## config.mk

```make
export PLATFORM = sky130hd
export DESIGN_NAME = sflash_cmd_seq
export DESIGN_NICKNAME = d
export VERILOG_FILES = /design/src/rtl/sflash_pkg.sv /design/src/rtl/sflash_sck_div.sv /design/src/rtl/sflash_rx_shift.sv /design/src/rtl/sflash_cmd_seq.sv
export SDC_FILE = /design/constraint.sdc
export NUM_CORES = 1
export LEC_CHECK = 0
export BUFFER_PORTS_ARGS = -buffer_cell sky130_fd_sc_hd__buf_2
export CAP_MARGIN = 30
export CORE_ASPECT_RATIO = 1.25
export CORE_MARGIN = 5
export CORE_UTILIZATION = 55
export DETAILED_ROUTE_END_ITERATION = 10
export PLACE_DENSITY = 0.88
export SETUP_SLACK_MARGIN = 0.3
export SYNTH_ARGS = -nofsm -noshare
export SYNTH_HDL_FRONTEND = slang
export SYNTH_HIERARCHICAL = 1
export SYNTH_SLANG_ARGS = --single-unit
```

## constraint.sdc

```tcl
create_clock -name clk -period 2.5 [get_ports clk]
set_input_delay 0.375 -clock clk [delete_from_list [all_inputs] [get_ports clk]]
set_output_delay 0.375 -clock clk [all_outputs]
set_load 0.01 [all_outputs]
```

## src/rtl/sflash_pkg.sv

```systemverilog
package sflash_pkg;

  typedef enum logic [1:0] {
    OP_READ  = 2'd0,
    OP_BUFWR = 2'd1,
    OP_PROG  = 2'd2,
    OP_NONE  = 2'd3
  } op_t;

  // Segment order inside a frame; zero-length segments are skipped.
  typedef enum logic [2:0] {
    PH_IDLE = 3'd0,
    PH_OPC  = 3'd1,
    PH_PAGE = 3'd2,
    PH_PRE  = 3'd3,
    PH_COL  = 3'd4,
    PH_POST = 3'd5,
    PH_DATA = 3'd6
  } phase_t;

  function automatic int imax(input int a, input int b);
    return (a > b) ? a : b;
  endfunction

endpackage

```

## src/rtl/sflash_sck_div.sv

```systemverilog
module sflash_sck_div #(
  parameter int DIV = 2
) (
  input  logic clk,
  input  logic rst_n,
  input  logic run,
  output logic sck,
  output logic rise,
  output logic fall
);
  localparam int CW = $clog2(DIV + 1);

  logic [CW-1:0] cnt;
  logic          wrap;

  assign wrap = run && (cnt == CW'(DIV - 1));
  assign rise = wrap && !sck;
  assign fall = wrap && sck;

  always_ff @(posedge clk or negedge rst_n) begin
    if (!rst_n) begin
      cnt <= '0;
      sck <= 1'b0;
    end else if (!run) begin
      cnt <= '0;
      sck <= 1'b0;
    end else if (wrap) begin
      cnt <= '0;
      sck <= ~sck;
    end else begin
      cnt <= cnt + CW'(1);
    end
  end
endmodule

```

## src/rtl/sflash_rx_shift.sv

```systemverilog
module sflash_rx_shift #(
  parameter int W = 8
) (
  input  logic         clk,
  input  logic         rst_n,
  input  logic         sample,
  input  logic         din,
  output logic [W-1:0] q
);
  always_ff @(posedge clk or negedge rst_n) begin
    if (!rst_n)      q <= '0;
    else if (sample) q <= {q[W-2:0], din};
  end
endmodule

```

## src/rtl/sflash_cmd_seq.sv

```systemverilog
module sflash_cmd_seq
  import sflash_pkg::*;
#(
  parameter int         CLK_DIV   = 2,
  parameter int         OPC_W     = 8,
  parameter int         PAGE_W    = 12,
  parameter int         COL_W     = 10,
  parameter int         LEN_W     = 10,
  parameter int         DATA_W    = 8,
  parameter int         READ_GAP  = 32,
  parameter int         WR_GAP    = 14,
  parameter int         PROG_GAP  = 10,
  parameter logic [7:0] OPC_READ  = 8'hA1,
  parameter logic [7:0] OPC_BUFWR = 8'hB2,
  parameter logic [7:0] OPC_PROG  = 8'hC3
) (
  input  logic              clk,
  input  logic              rst_n,
  input  logic              start,
  input  logic [1:0]        cmd_op,
  input  logic [PAGE_W-1:0] cmd_page,
  input  logic [COL_W-1:0]  cmd_col,
  input  logic [LEN_W-1:0]  cmd_len,
  input  logic [DATA_W-1:0] wr_data,
  output logic              wr_ready,
  output logic [DATA_W-1:0] rd_data,
  output logic              rd_valid,
  output logic              busy,
  output logic              done,
  output logic              cs_n,
  output logic              sck,
  output logic              si,
  input  logic              so
);
  localparam int SH_W  = imax(imax(OPC_W, PAGE_W), imax(COL_W, DATA_W));
  localparam int L_MAX = imax(SH_W, imax(READ_GAP, imax(WR_GAP, PROG_GAP)));
  localparam int CNT_W = $clog2(L_MAX + 1);

  // Length in bits of one segment of the frame for a given operation.
  function automatic int unsigned seg_len(input op_t o, input phase_t p, input logic hd);
    case (p)
      PH_OPC:  return OPC_W;
      PH_PAGE: return (o == OP_BUFWR) ? 0 : PAGE_W;
      PH_PRE:  return (o == OP_BUFWR) ? WR_GAP : 0;
      PH_COL:  return (o == OP_PROG) ? 0 : COL_W;
      PH_POST: return (o == OP_READ) ? READ_GAP : ((o == OP_PROG) ? PROG_GAP : 0);
      PH_DATA: return hd ? DATA_W : 0;
      default: return 0;
    endcase
  endfunction

  // First later segment of non-zero length, PH_IDLE when the frame is over.
  function automatic phase_t next_phase(input op_t o, input phase_t p, input logic hd);
    phase_t r = PH_IDLE;
    logic   found = 1'b0;
    for (int k = 1; k < 7; k++) begin
      if (!found && k > int'(p) && seg_len(o, phase_t'(k[2:0]), hd) != 0) begin
        r     = phase_t'(k[2:0]);
        found = 1'b1;
      end
    end
    return r;
  endfunction

  function automatic logic [7:0] opcode_of(input op_t o);
    case (o)
      OP_READ:  return OPC_READ;
      OP_BUFWR: return OPC_BUFWR;
      default:  return OPC_PROG;
    endcase
  endfunction

  // Segment contents left-aligned so the MSB leaves first; filler is zero.
  function automatic logic [SH_W-1:0] seg_word(input phase_t p, input op_t o,
      input logic [PAGE_W-1:0] pg, input logic [COL_W-1:0] cl, input logic [DATA_W-1:0] wd);
    case (p)
      PH_OPC:  return SH_W'(opcode_of(o)) << (SH_W - OPC_W);
      PH_PAGE: return SH_W'(pg) << (SH_W - PAGE_W);
      PH_COL:  return SH_W'(cl) << (SH_W - COL_W);
      PH_DATA: return (o == OP_BUFWR) ? (SH_W'(wd) << (SH_W - DATA_W)) : '0;
      default: return '0;
    endcase
  endfunction

  phase_t              phase;
  op_t                 op_q;
  logic [PAGE_W-1:0]   page_q;
  logic [COL_W-1:0]    col_q;
  logic [LEN_W-1:0]    len_q;
  logic [LEN_W-1:0]    bytes_left;
  logic [CNT_W-1:0]    bitcnt;
  logic [SH_W-1:0]     sh;
  logic                cs_n_q, done_q, rd_valid_q, wr_ready_q;
  logic [DATA_W-1:0]   rd_data_q;
  logic [DATA_W-1:0]   rx_byte;

  // Named internal events
  logic   sck_rise, sck_fall, start_go, seg_end, frame_end, has_data, rx_sample;
  phase_t nxt, load_ph;

  assign busy      = (phase != PH_IDLE);
  assign start_go  = start && !busy && (cmd_op != 2'(OP_NONE));
  assign has_data  = (len_q != '0) && (op_q != OP_PROG);
  assign seg_end   = sck_fall && (bitcnt == CNT_W'(1));
  assign nxt       = next_phase(op_q, phase, has_data);
  assign frame_end = seg_end && ((phase == PH_DATA) ? (bytes_left <= LEN_W'(1))
                                                    : (nxt == PH_IDLE));
  assign load_ph   = (phase == PH_DATA) ? PH_DATA : nxt;
  assign rx_sample = sck_rise && (phase == PH_DATA) && (op_q == OP_READ);

  sflash_sck_div #(.DIV(CLK_DIV)) u_div (
    .clk(clk), .rst_n(rst_n), .run(busy),
    .sck(sck), .rise(sck_rise), .fall(sck_fall)
  );

  sflash_rx_shift #(.W(DATA_W)) u_rx (
    .clk(clk), .rst_n(rst_n), .sample(rx_sample), .din(so), .q(rx_byte)
  );

  always_ff @(posedge clk or negedge rst_n) begin
    if (!rst_n) begin
      phase      <= PH_IDLE;
      op_q       <= OP_READ;
      page_q     <= '0;
      col_q      <= '0;
      len_q      <= '0;
      bytes_left <= '0;
      bitcnt     <= '0;
      sh         <= '0;
      cs_n_q     <= 1'b1;
      done_q     <= 1'b0;
      rd_valid_q <= 1'b0;
      wr_ready_q <= 1'b0;
      rd_data_q  <= '0;
    end else begin
      done_q     <= 1'b0;
      rd_valid_q <= 1'b0;
      wr_ready_q <= 1'b0;
      if (start_go) begin
        op_q       <= op_t'(cmd_op);
        page_q     <= cmd_page;
        col_q      <= cmd_col;
        len_q      <= cmd_len;
        bytes_left <= cmd_len;
        phase      <= PH_OPC;
        bitcnt     <= CNT_W'(OPC_W);
        sh         <= seg_word(PH_OPC, op_t'(cmd_op), cmd_page, cmd_col, wr_data);
        cs_n_q     <= 1'b0;
      end else if (sck_fall) begin
        if (!seg_end) begin
          bitcnt <= bitcnt - CNT_W'(1);
          sh     <= sh << 1;
        end else if (frame_end) begin
          phase  <= PH_IDLE;
          bitcnt <= '0;
          sh     <= '0;
          cs_n_q <= 1'b1;
          done_q <= 1'b1;
        end else begin
          phase  <= load_ph;
          bitcnt <= CNT_W'(seg_len(op_q, load_ph, has_data));
          sh     <= seg_word(load_ph, op_q, page_q, col_q, wr_data);
          if (load_ph == PH_DATA && op_q == OP_BUFWR) wr_ready_q <= 1'b1;
        end
        if (seg_end && phase == PH_DATA) begin
          bytes_left <= bytes_left - LEN_W'(1);
          if (op_q == OP_READ) begin
            rd_data_q  <= rx_byte;
            rd_valid_q <= 1'b1;
          end
        end
      end
    end
  end

  assign si       = sh[SH_W-1];
  assign cs_n     = cs_n_q;
  assign done     = done_q;
  assign rd_valid = rd_valid_q;
  assign rd_data  = rd_data_q;
  assign wr_ready = wr_ready_q;

endmodule

```

==> results of run 1 <==
-- layout make-up --
cell class / instances / area [um2] / area share
Clock buffer: 10 / 138 / 0.0268
Clock inverter: 5 / 56.3 / 0.0110
Inverter: 13 / 48.8 / 0.00952
Multi-Input combinational cell: 329 / 2080 / 0.406
Sequential cell: 88 / 2200 / 0.430
Tap cell: 95 / 119 / 0.0232
Timing Repair Buffer: 82 / 480 / 0.0937
-- registers in the layout, indices dropped and copies added (netlist names) --
register and count:
len_q 10, op_q 2, u_div/cnt 2, col_q 10
rd_data 8, cs_n 1, wr_ready 1, phase 3
bitcnt 6, page_q 12, sh 12, bytes_left 10
done 1, u_div/sck 1, rd_valid 1, u_rx/q 8
-- metrics by stage --
| stage | std cells | setup slack, ns |
|---|---|---|
| floorplan | 458 | 0.318 |
| global placement | 601 | 0.355 |
| detailed placement | 601 | 0.231 |
| CTS | 617 | 0.328 |
| global route | 622 | 0.174 |
| finish | 622 | 0.316 |
-- timing repair --
| item | 4_1_cts | 5_1_grt |
|---|---|---|
| pin swaps | 0 | 3 |
| endpoints found under the setup margin | 15 | 29 |
| buffers inserted | 1 | 5 |
| resized for setup | 2 | 6 |
| endpoints found under the hold margin | 0 | 0 |
-- cell families after synthesis --
logic type               Yosys count  share of synthesized area
AND/OR/NAND/NOR                  203                      0.229
AO/OA/AOI/OAI                     95                      0.150
flip-flops                        88                      0.498
buffers and inverters             41                     0.0421
multiplexers                      17                     0.0497
XOR/XNOR                          10                     0.0198
adder cells (fa/ha/maj)            4                     0.0113
-- cell usage after synthesis (3+ instances only) --
| library cell | n | area (um2) |
|---|---|---|
| nand2_1 | 116 | 435 |
| dfrtp_1 | 87 | 2180 |
| nor2_1 | 24 | 90.1 |
| o21ai_0 | 24 | 120 |
| clkbuf_1 | 13 | 48.8 |
| inv_1 | 13 | 48.8 |
| a21oi_1 | 11 | 55.1 |
| buf_2 | 8 | 40.0 |
| mux2_2 | 8 | 90.1 |
| mux2_4 | 8 | 120 |
| xnor2_1 | 8 | 70.1 |
| a22oi_1 | 7 | 52.6 |
| nor3_1 | 7 | 35.0 |
| o31ai_1 | 7 | 52.6 |
| a211oi_1 | 6 | 45.0 |
| a31oi_1 | 5 | 31.3 |
| and3_1 | 5 | 31.3 |
| nand2b_1 | 5 | 31.3 |
| nand3_1 | 5 | 25.0 |
| nor4_1 | 5 | 31.3 |
| a222oi_1 | 4 | 40.0 |
| and2_1 | 4 | 25.0 |
| buf_4 | 4 | 30.0 |
| ha_1 | 4 | 50.1 |
| nor2b_1 | 4 | 25.0 |
| a21boi_0 | 3 | 22.5 |
| a221oi_1 | 3 | 26.3 |
| nand4_1 | 3 | 18.8 |
| nor3b_1 | 3 | 22.5 |
| o211ai_1 | 3 | 22.5 |
| o21a_1 | 3 | 22.5 |
| o311a_1 | 3 | 30.0 |
-- worst max-delay path, cell delays in order, from the launching register on --
cell and delay [ns]:
dfrtp_1 0.39, and2b_1 0.22, and3_4 0.19, nor4b_4 0.35, nand2_4 0.20, a211oi_1 0.42, o311a_1 0.24, a211oi_1 0.05
-- metal layers --
metal  track usage  up-vias  part of all wire
met5             0        -                 0
met2         0.374      150              0.51
met4         0.101        0             0.028
met1         0.258     1741              0.40
li1              -     1726                 -
met3        0.0401       27             0.064
-- how the worst max path moves through the flow --
stage | endpoint | slack (ns)
floorplan | bitcnt[5] | 0.32
global placement | phase[2] | 0.35
detailed placement | phase[2] | 0.23
CTS | phase[2] | 0.33
global route | sh[11] | 0.17
finish | sh[11] | 0.32
-- power groups by stage --
stage               Clock, W  Combinational (W)  Sequential (W)
floorplan                  0           0.000186         0.00153
global placement           0           0.000294         0.00154
detailed placement         0           0.000304         0.00154
CTS                  0.00101           0.000307         0.00152
global route         0.00106           0.000347         0.00152
finish              0.000993           0.000310         0.00152
==> impl_metrics.env, run 1 <==
export IMPL_status="complete, no violations"
export IMPL_startpoint_type="register"
export IMPL_dieArea_um2=9950
export IMPL_swShare=0.261
export IMPL_syn_inst=458
export IMPL_fillers=642
export IMPL_setup_tns_ns=0
export IMPL_fmax_ghz=0.458
export IMPL_grtUsageTotal=0.214
export IMPL_setup_viol=0
export IMPL_grt_max_degree=48
export IMPL_hold_slack_ns=0.0184
export IMPL_cp_end_kind="register"
export IMPL_initial_core_util=0.565
export IMPL_ir_drop_uv=384
export IMPL_dp_hpwl_um=7560
export IMPL_async_flop_share=1.00
export IMPL_slew_headroom=0.597
export IMPL_layout_common_cells="nand2_1, dfrtp_1, buf_2"
export IMPL_drtPass1Iterations=5
export IMPL_ys_seq_area_frac=0.498
export IMPL_slew_violations=0
export IMPL_total_power_w=0.00282
export IMPL_worst_slew_pin_slew_ns=0.600
export IMPL_antenna_found_initial=0
export IMPL_worst_setup_path_type="register to register"
export IMPL_routed_wirelength_um=10500
export IMPL_clockRootBuffer="clkbuf_8"
export IMPL_rsz0062_at_grt="yes"
export IMPL_yosys_cell_types_count=66
export IMPL_drive_gt1_frac=0.262
export IMPL_postLayoutCoreUtil=0.654
export IMPL_cts_clk_slew_worst_paths_ns=0.09
export IMPL_syn_avg_cell_area_um2=9.67
export IMPL_final_area_um2=5130
export IMPL_grt_pass1_wl_um=17100
export IMPL_pwr_share_comb=0.110
export IMPL_gp_congestion=0.913
export IMPL_cp_max_fo=13
export IMPL_cts_buffer_depth=2
export IMPL_cts_sinks=88
export IMPL_pwr_share_clk=0.352
export IMPL_antenna_cells=0
export IMPL_coreArea_um2=7840
export IMPL_max_cap_viol_count=0
export IMPL_placed_cell_area_um2=4850
export IMPL_numCtsBuffers=9
export IMPL_die_height_um=110
export IMPL_worstPathArrival_ns=2.42
export IMPL_synth_seq_cells=88
export IMPL_drc=0
export IMPL_first_global_vias=3675
export IMPL_syn_cell_area_um2=4430
export IMPL_vias=3644
export IMPL_syn_num_nets=508
export IMPL_hold_buffers=0
export IMPL_leakage_nw=2.52
export IMPL_synthToLayoutAreaGrowth_pct=15.8
export IMPL_portBuffers=60
export IMPL_fp_row_count=36
export IMPL_worstPathRequired_ns=2.73
export IMPL_synth_edf_count=0
export IMPL_die_x_um=90.2
export IMPL_tritoncts="done"
export IMPL_min_period_ns=2.18
export IMPL_p_int_w=0.00208
export IMPL_worst_r2r_startpoint="u_div/cnt[1]"
export IMPL_wl_per_cell_um=16.8
export IMPL_overflow=0
export IMPL_p_switching_w=0.000736
export IMPL_fin_crit_sh=0.874
export IMPL_pin_count=61
export IMPL_p_per_area_nw_per_um2=550
export IMPL_critPathLaunch="u_div/cnt[1]"
export IMPL_synth_warnings=6
export IMPL_worst_r2r_endpoint="sh[11]"
export IMPL_final_common_cell="nand2_1"
export IMPL_drtIter0Drc=381
export IMPL_num_nets_final=573
export IMPL_fin_skew_ns=0.00464
export IMPL_antenna_left=0
export IMPL_clk_latency_ns=0.36
export IMPL_htreeDepth=3
export IMPL_vias_per_cell=5.86
export IMPL_reg2reg_depth=7
export IMPL_hold_path_class="input port to async pin"
export IMPL_r2r_setup_slack_ns=0.32
export IMPL_seqPwrFrac=0.538
export IMPL_hold_viol=0
export IMPL_synthFlopType="dfrtp_1"
Power figures use the tool's default switching activity.
==> inputs of run 2 (changes only) <==
Settings changed: BUFFER_PORTS_ARGS -buffer_cell sky130_fd_sc_hd__buf_2 to unset, CORE_ASPECT_RATIO 1.25 to unset, DONT_BUFFER_PORTS set to 1, PLACE_DENSITY 0.88 to 0.81.
==> run 2 against run 1 <==
The flow now finishes with violations (negative hold slack). Utilization fell by 3.8 points. First-iteration DRC count fell by 8.9%. Global-route usage fell by 0.70 points. Power fell by 6.5%. Combinational power fell by 23%. Die area fell by 0.11%. Clock-buffer cell count did not move. Wire length fell by 4.7%. Sequential share of layout area rose by 3.0 points. Clock power fell by 11%. Largest cell class unchanged.
==> impl_metrics.env, run 2 (synthesis results as in run 1) <==
export IMPL_dieArea_um2=9940
export IMPL_critPathLaunch="u_div/cnt[1]"
export IMPL_worst_setup_path_type="register to register"
export IMPL_hold_slack_ns=-0.303
export IMPL_overflow=0
export IMPL_fmax_ghz=0.472
export IMPL_vias=3376
export IMPL_clockRootBuffer="clkbuf_8"
export IMPL_cpMaxStageDelayCell="a311oi_1"
export IMPL_final_common_cell="nand2_1"
export IMPL_synthToLayoutAreaGrowth_pct=8.17
export IMPL_antenna_left=0
export IMPL_status="finished with violations"
export IMPL_clk_latency_ns=0.36
export IMPL_routed_wirelength_um=9980
export IMPL_failed_checks="negative hold slack"
export IMPL_setup_viol=0
export IMPL_grt_max_degree=89
export IMPL_ir_drop_uv=356
export IMPL_drtPass1Iterations=5
export IMPL_worst_path_largest_cell_delay_ns=0.43
export IMPL_grtUsageTotal=0.207
export IMPL_coreArea_um2=7770
export IMPL_min_period_ns=2.12
export IMPL_cts_buffer_depth=2
export IMPL_cp_max_fo=16
export IMPL_setup_ws_ns=0.380
export IMPL_worstPathRequired_ns=2.72
export IMPL_drc=0
export IMPL_wl_per_cell_um=17.6
export IMPL_die_x_um=99.7
export IMPL_cp_cell_sequence="and2b_1, and3_4, nor4b_4, buf_4, nand2_8, a311oi_1, o311a_1, a211oi_1"
export IMPL_rsz0062_at_grt="no"
export IMPL_initial_core_util=0.570
export IMPL_worst_r2r_startpoint="u_div/cnt[1]"
export IMPL_portBuffers=0
export IMPL_numCtsBuffers=9
export IMPL_tritoncts="done"
export IMPL_htreeDepth=3
export IMPL_top_regs="page_q: 12 flops, sh: 12 flops"
export IMPL_pin_count=61
export IMPL_dp_hpwl_um=7120
export IMPL_max_cap_viol_count=0
export IMPL_vias_per_cell=5.95
export IMPL_p_per_area_nw_per_um2=551
export IMPL_num_nets_final=510
export IMPL_hold_viol=88
export IMPL_fin_crit_sh=0.848
export IMPL_hold_path_class="input port to async pin"
export IMPL_setup_tns_ns=0
export IMPL_reg2reg_depth=8
export IMPL_gp_congestion=0.940
export IMPL_path_depth=8
export IMPL_cp_end_kind="register"
export IMPL_leakage_nw=2.21
export IMPL_die_height_um=99.7
export IMPL_endpoint="sh[9]"
export IMPL_first_global_vias=3448
export IMPL_grt_pass1_wl_um=16500
export IMPL_worstPathArrival_ns=2.34
export IMPL_worst_slew_pin_slew_ns=0.748
export IMPL_antenna_found_initial=0
export IMPL_worst_r2r_endpoint="sh[9]"
export IMPL_cts_clk_slew_worst_paths_ns=0.09
export IMPL_cts_sinks=88
export IMPL_drtIter0Drc=347
export IMPL_r2r_setup_slack_ns=0.38
export IMPL_layout_common_cells="nand2_1, dfrtp_1, nor2_1, o21ai_0, buf_4"
export IMPL_drive_gt1_frac=0.166
export IMPL_post_place_ws_ns=0.229
export IMPL_slew_violations=0
export IMPL_fp_row_count=32
export IMPL_antenna_cells=0
export IMPL_fin_skew_ns=0.0120
export IMPL_critPathTopFamily="compound AO/OA/AOI/OAI gates"
export IMPL_slew_headroom=0.497
export IMPL_startpoint_type="register"
export IMPL_path_buf_inv=1
[run 2: worst min path at each step]
| stage | startpoint | endpoint | slack, ns | cells after the start |
|---|---|---|---|---|
| after detailed placement | rst_n | len_q[1] | 0.08 | 0 |
| after CTS | rst_n | u_rx/q[5] | -0.31 | 0 |
| after global routing | rst_n | bytes_left[5] | -0.32 | 0 |
| after floorplan | rst_n | bitcnt[0] | 0.08 | 0 |
| final | rst_n | bytes_left[7] | -0.30 | 0 |
| after global placement | rst_n | bytes_left[5] | 0.08 | 0 |
[run 2: metrics by stage]
step	std cells	utilization	total power [W]	instance area [um2]
finish	567	0.616	0.00264	4790
global route	567	0.616	0.00275	4790
CTS	564	0.608	0.00265	4720
detailed placement	546	0.583	0.00178	4530
global placement	546	0.583	0.00177	4530
floorplan	458	-	0.00172	4430
[run 2: power breakdown]
group / total (W) / switching, W / internal [W]
logic: 0.000239 / 0.000146 / 0.0000934
clock network: 0.000882 / 0.000517 / 0.000365
registers: 0.00152 / 0.0000402 / 0.00148
total: 0.00264 / 0.000703 / 0.00193
[run 2: final cells by class]
cell class	count	area, um2
tap	102	128
clock inverter	6	42.5
sequential	88	2200
clock buffer	10	128
fill	668	2980
timing repair buffer	19	143
multi-input combinational	329	2100
inverter	13	48.8
[run 2: timing repair]
action	in CTS	in global routing
gates resized for setup	2	9
endpoints found under the hold margin	88	88
buffers inserted	2	3
endpoints found under the setup margin	18	18
pin swaps	0	3
[run 2: layer usage]
metal | track usage | wire (um)
met2 | 0.331 | 4780
met5 | 0 | 0
met3 | 0.0575 | 799
met1 | 0.270 | 4250
met4 | 0.0756 | 153
==> inputs of run 3 (changes only) <==
Settings changed: PLACE_DENSITY 0.81 to 0.84.
Clock period 2.5 ns to 1.9 ns, I/O delays scaled along.
==> run 3 against run 2 <==
The run ends with negative hold slack, negative setup slack left. Sequential share of layout area fell by 8.7 points. Global-route usage rose by 5.7 points. Critical path depth rose by 2. Clock power rose by 59%. Via count rose by 18%. Highest routed layer unchanged.
==> impl_metrics.env, run 3 (synthesis results as in run 1) <==
export IMPL_vias_per_cell=6.23
export IMPL_swShare=0.284
export IMPL_overflow=0
export IMPL_routed_top_layer="met4"
export IMPL_initial_core_util=0.570
export IMPL_status="finished with violations"
export IMPL_worst_slew_pin_slew_ns=0.870
export IMPL_antenna_left=0
export IMPL_dp_cells=589
export IMPL_hold_viol=88
export IMPL_die_height_um=99.7
export IMPL_cp_end_kind="register"
export IMPL_fillers=467
export IMPL_fin_skew_ns=0.0186
export IMPL_seqPwrFrac=0.518
export IMPL_wl_met2_um=6800
export IMPL_pwr_share_comb=0.119
export IMPL_wl_per_cell_um=21.2
export IMPL_grt_pass1_wl_um=20800
export IMPL_routed_wirelength_um=13500
export IMPL_hold_path_class="input port to async pin"
export IMPL_fmax_ghz=0.445
export IMPL_final_common_cell="nand2_1"
export IMPL_worst_r2r_endpoint="sh[5]"
export IMPL_first_global_vias=4026
export IMPL_worst_r2r_startpoint="u_div/cnt[1]"
export IMPL_slew_violations=0
export IMPL_clk_latency_ns=0.37
export IMPL_numCtsBuffers=9
export IMPL_top_regs="page_q: 12 flops, sh: 12 flops"
export IMPL_fin_crit_sh=1.18
export IMPL_rsz0062_at_grt="yes"
export IMPL_pwr_share_clk=0.363
export IMPL_postLayoutCoreUtil=0.762
export IMPL_dp_hpwl_um=8070
export IMPL_p_int_w=0.00277
export IMPL_vias=3970
export IMPL_setup_viol=42
export IMPL_drtPass1Iterations=5
export IMPL_fp_row_count=32
export IMPL_cp_max_fo=5
export IMPL_worstPathArrival_ns=2.52
export IMPL_cts_buffer_depth=2
export IMPL_grtUsageTotal=0.264
export IMPL_synthToLayoutAreaGrowth_pct=33.6
export IMPL_gp_congestion=0.964
export IMPL_startpoint_type="register"
export IMPL_tritoncts="done"
export IMPL_worstPathRequired_ns=2.18
export IMPL_drive_gt1_frac=0.372
export IMPL_htreeDepth=3
export IMPL_dieArea_um2=9940
export IMPL_failed_checks="negative hold slack, negative setup slack"
export IMPL_multi_input_comb_area_um2=2500
export IMPL_antenna_found_initial=0
export IMPL_p_per_area_nw_per_um2=654
export IMPL_drc=0
export IMPL_die_x_um=99.7
export IMPL_setup_ws_ns=-0.345
export IMPL_max_cap_viol_count=0
export IMPL_pin_count=61
export IMPL_leakage_nw=2.73
export IMPL_stdcell_count=637
export IMPL_route_met3_wl_um=883
export IMPL_worst_setup_path_type="register to register"
export IMPL_cts_clk_slew_worst_paths_ns=0.10
export IMPL_cts_sinks=88
export IMPL_antenna_cells=0
export IMPL_wl_met1_um=5490
export IMPL_clockRootBuffer="clkbuf_8"
export IMPL_min_period_ns=2.24
export IMPL_p_switching_w=0.00110
export IMPL_setup_tns_ns=-6.88
export IMPL_regArea_um2=2210
export IMPL_ir_drop_uv=502
export IMPL_total_power_w=0.00387
export IMPL_r2r_setup_slack_ns=-0.34
export IMPL_hold_slack_ns=-0.403
export IMPL_coreArea_um2=7770
export IMPL_grt_max_degree=89
export IMPL_reg2reg_depth=10
export IMPL_num_nets_final=580
export IMPL_layout_common_cells="nand2_1, dfrtp_1, buf_4"
export IMPL_drtIter0Drc=495
export IMPL_slew_headroom=0.415
export IMPL_portBuffers=0
==> run 3: area by class of cell <==
type	instances	area share
clock buffers	9	0.0209
multi-input cells	331	0.422
flip-flops and latches	88	0.373
well taps	102	0.0216
inverters	13	0.00825
repair buffers	87	0.140
clock inverters	7	0.0142
==> run 3: worst max-delay path: stages, from the launching register on <==
cell and delay, ns:
dfrtp_1 0.41, and2b_1 0.22, and3_4 0.20, nor4b_4 0.23
buf_6 0.17, buf_12 0.12, nand2_8 0.06, a211oi_4 0.24
buf_6 0.16, o211ai_1 0.14, a21oi_1 0.19
==> run 3: worst max path at each step <==
stage | startpoint | endpoint | slack (ns) | depth (start not counted)
after floorplan | phase[2] | bitcnt[5] | -0.13 | 10
after global placement | u_div/cnt[1] | sh[8] | -0.16 | 7
after detailed placement | u_div/cnt[1] | sh[11] | -0.27 | 7
after CTS | u_div/cnt[1] | bytes_left[9] | -0.13 | 8
after global routing | u_div/cnt[1] | sh[5] | -0.41 | 10
final | u_div/cnt[1] | sh[5] | -0.34 | 10
==> run 3: routing by layer <==
metal / GRT usage / vias to the layer above
met5: 0 / -
met4: 0.0641 / 0
met3: 0.0519 / 34
met2: 0.443 / 223
met1: 0.353 / 1958
li1: - / 1755
==> run 3: per-stage QoR <==
step                hold slack [ns]  instance area, um2  worst slack (ns)
finish                       -0.403                5920            -0.345
global route                 -0.432                5920            -0.412
CTS                          -0.407                5630            -0.126
detailed placement         -0.00642                4900            -0.266
global placement           -0.00632                4900            -0.158
floorplan                   -0.0106                4490            -0.130
==> run 3: what timing repair did <==
| action | CTS | global route |
|---|---|---|
| hold endpoints to repair | 88 | 88 |
| buffers inserted | 19 | 11 |
| resized for setup | 88 | 43 |
| setup endpoints to repair | 78 | 81 |
| cloned | 2 | 0 |
| pin swaps | 18 | 12 |
==> run 3: power groups by stage <==
stage	Clock, W	Combinational, W	Sequential [W]
after floorplan	0	0.000249	0.00201
after global placement	0	0.000364	0.00203
after detailed placement	0	0.000376	0.00203
after CTS	0.00140	0.000408	0.00200
after global routing	0.00150	0.000495	0.00201
final	0.00140	0.000459	0.00200
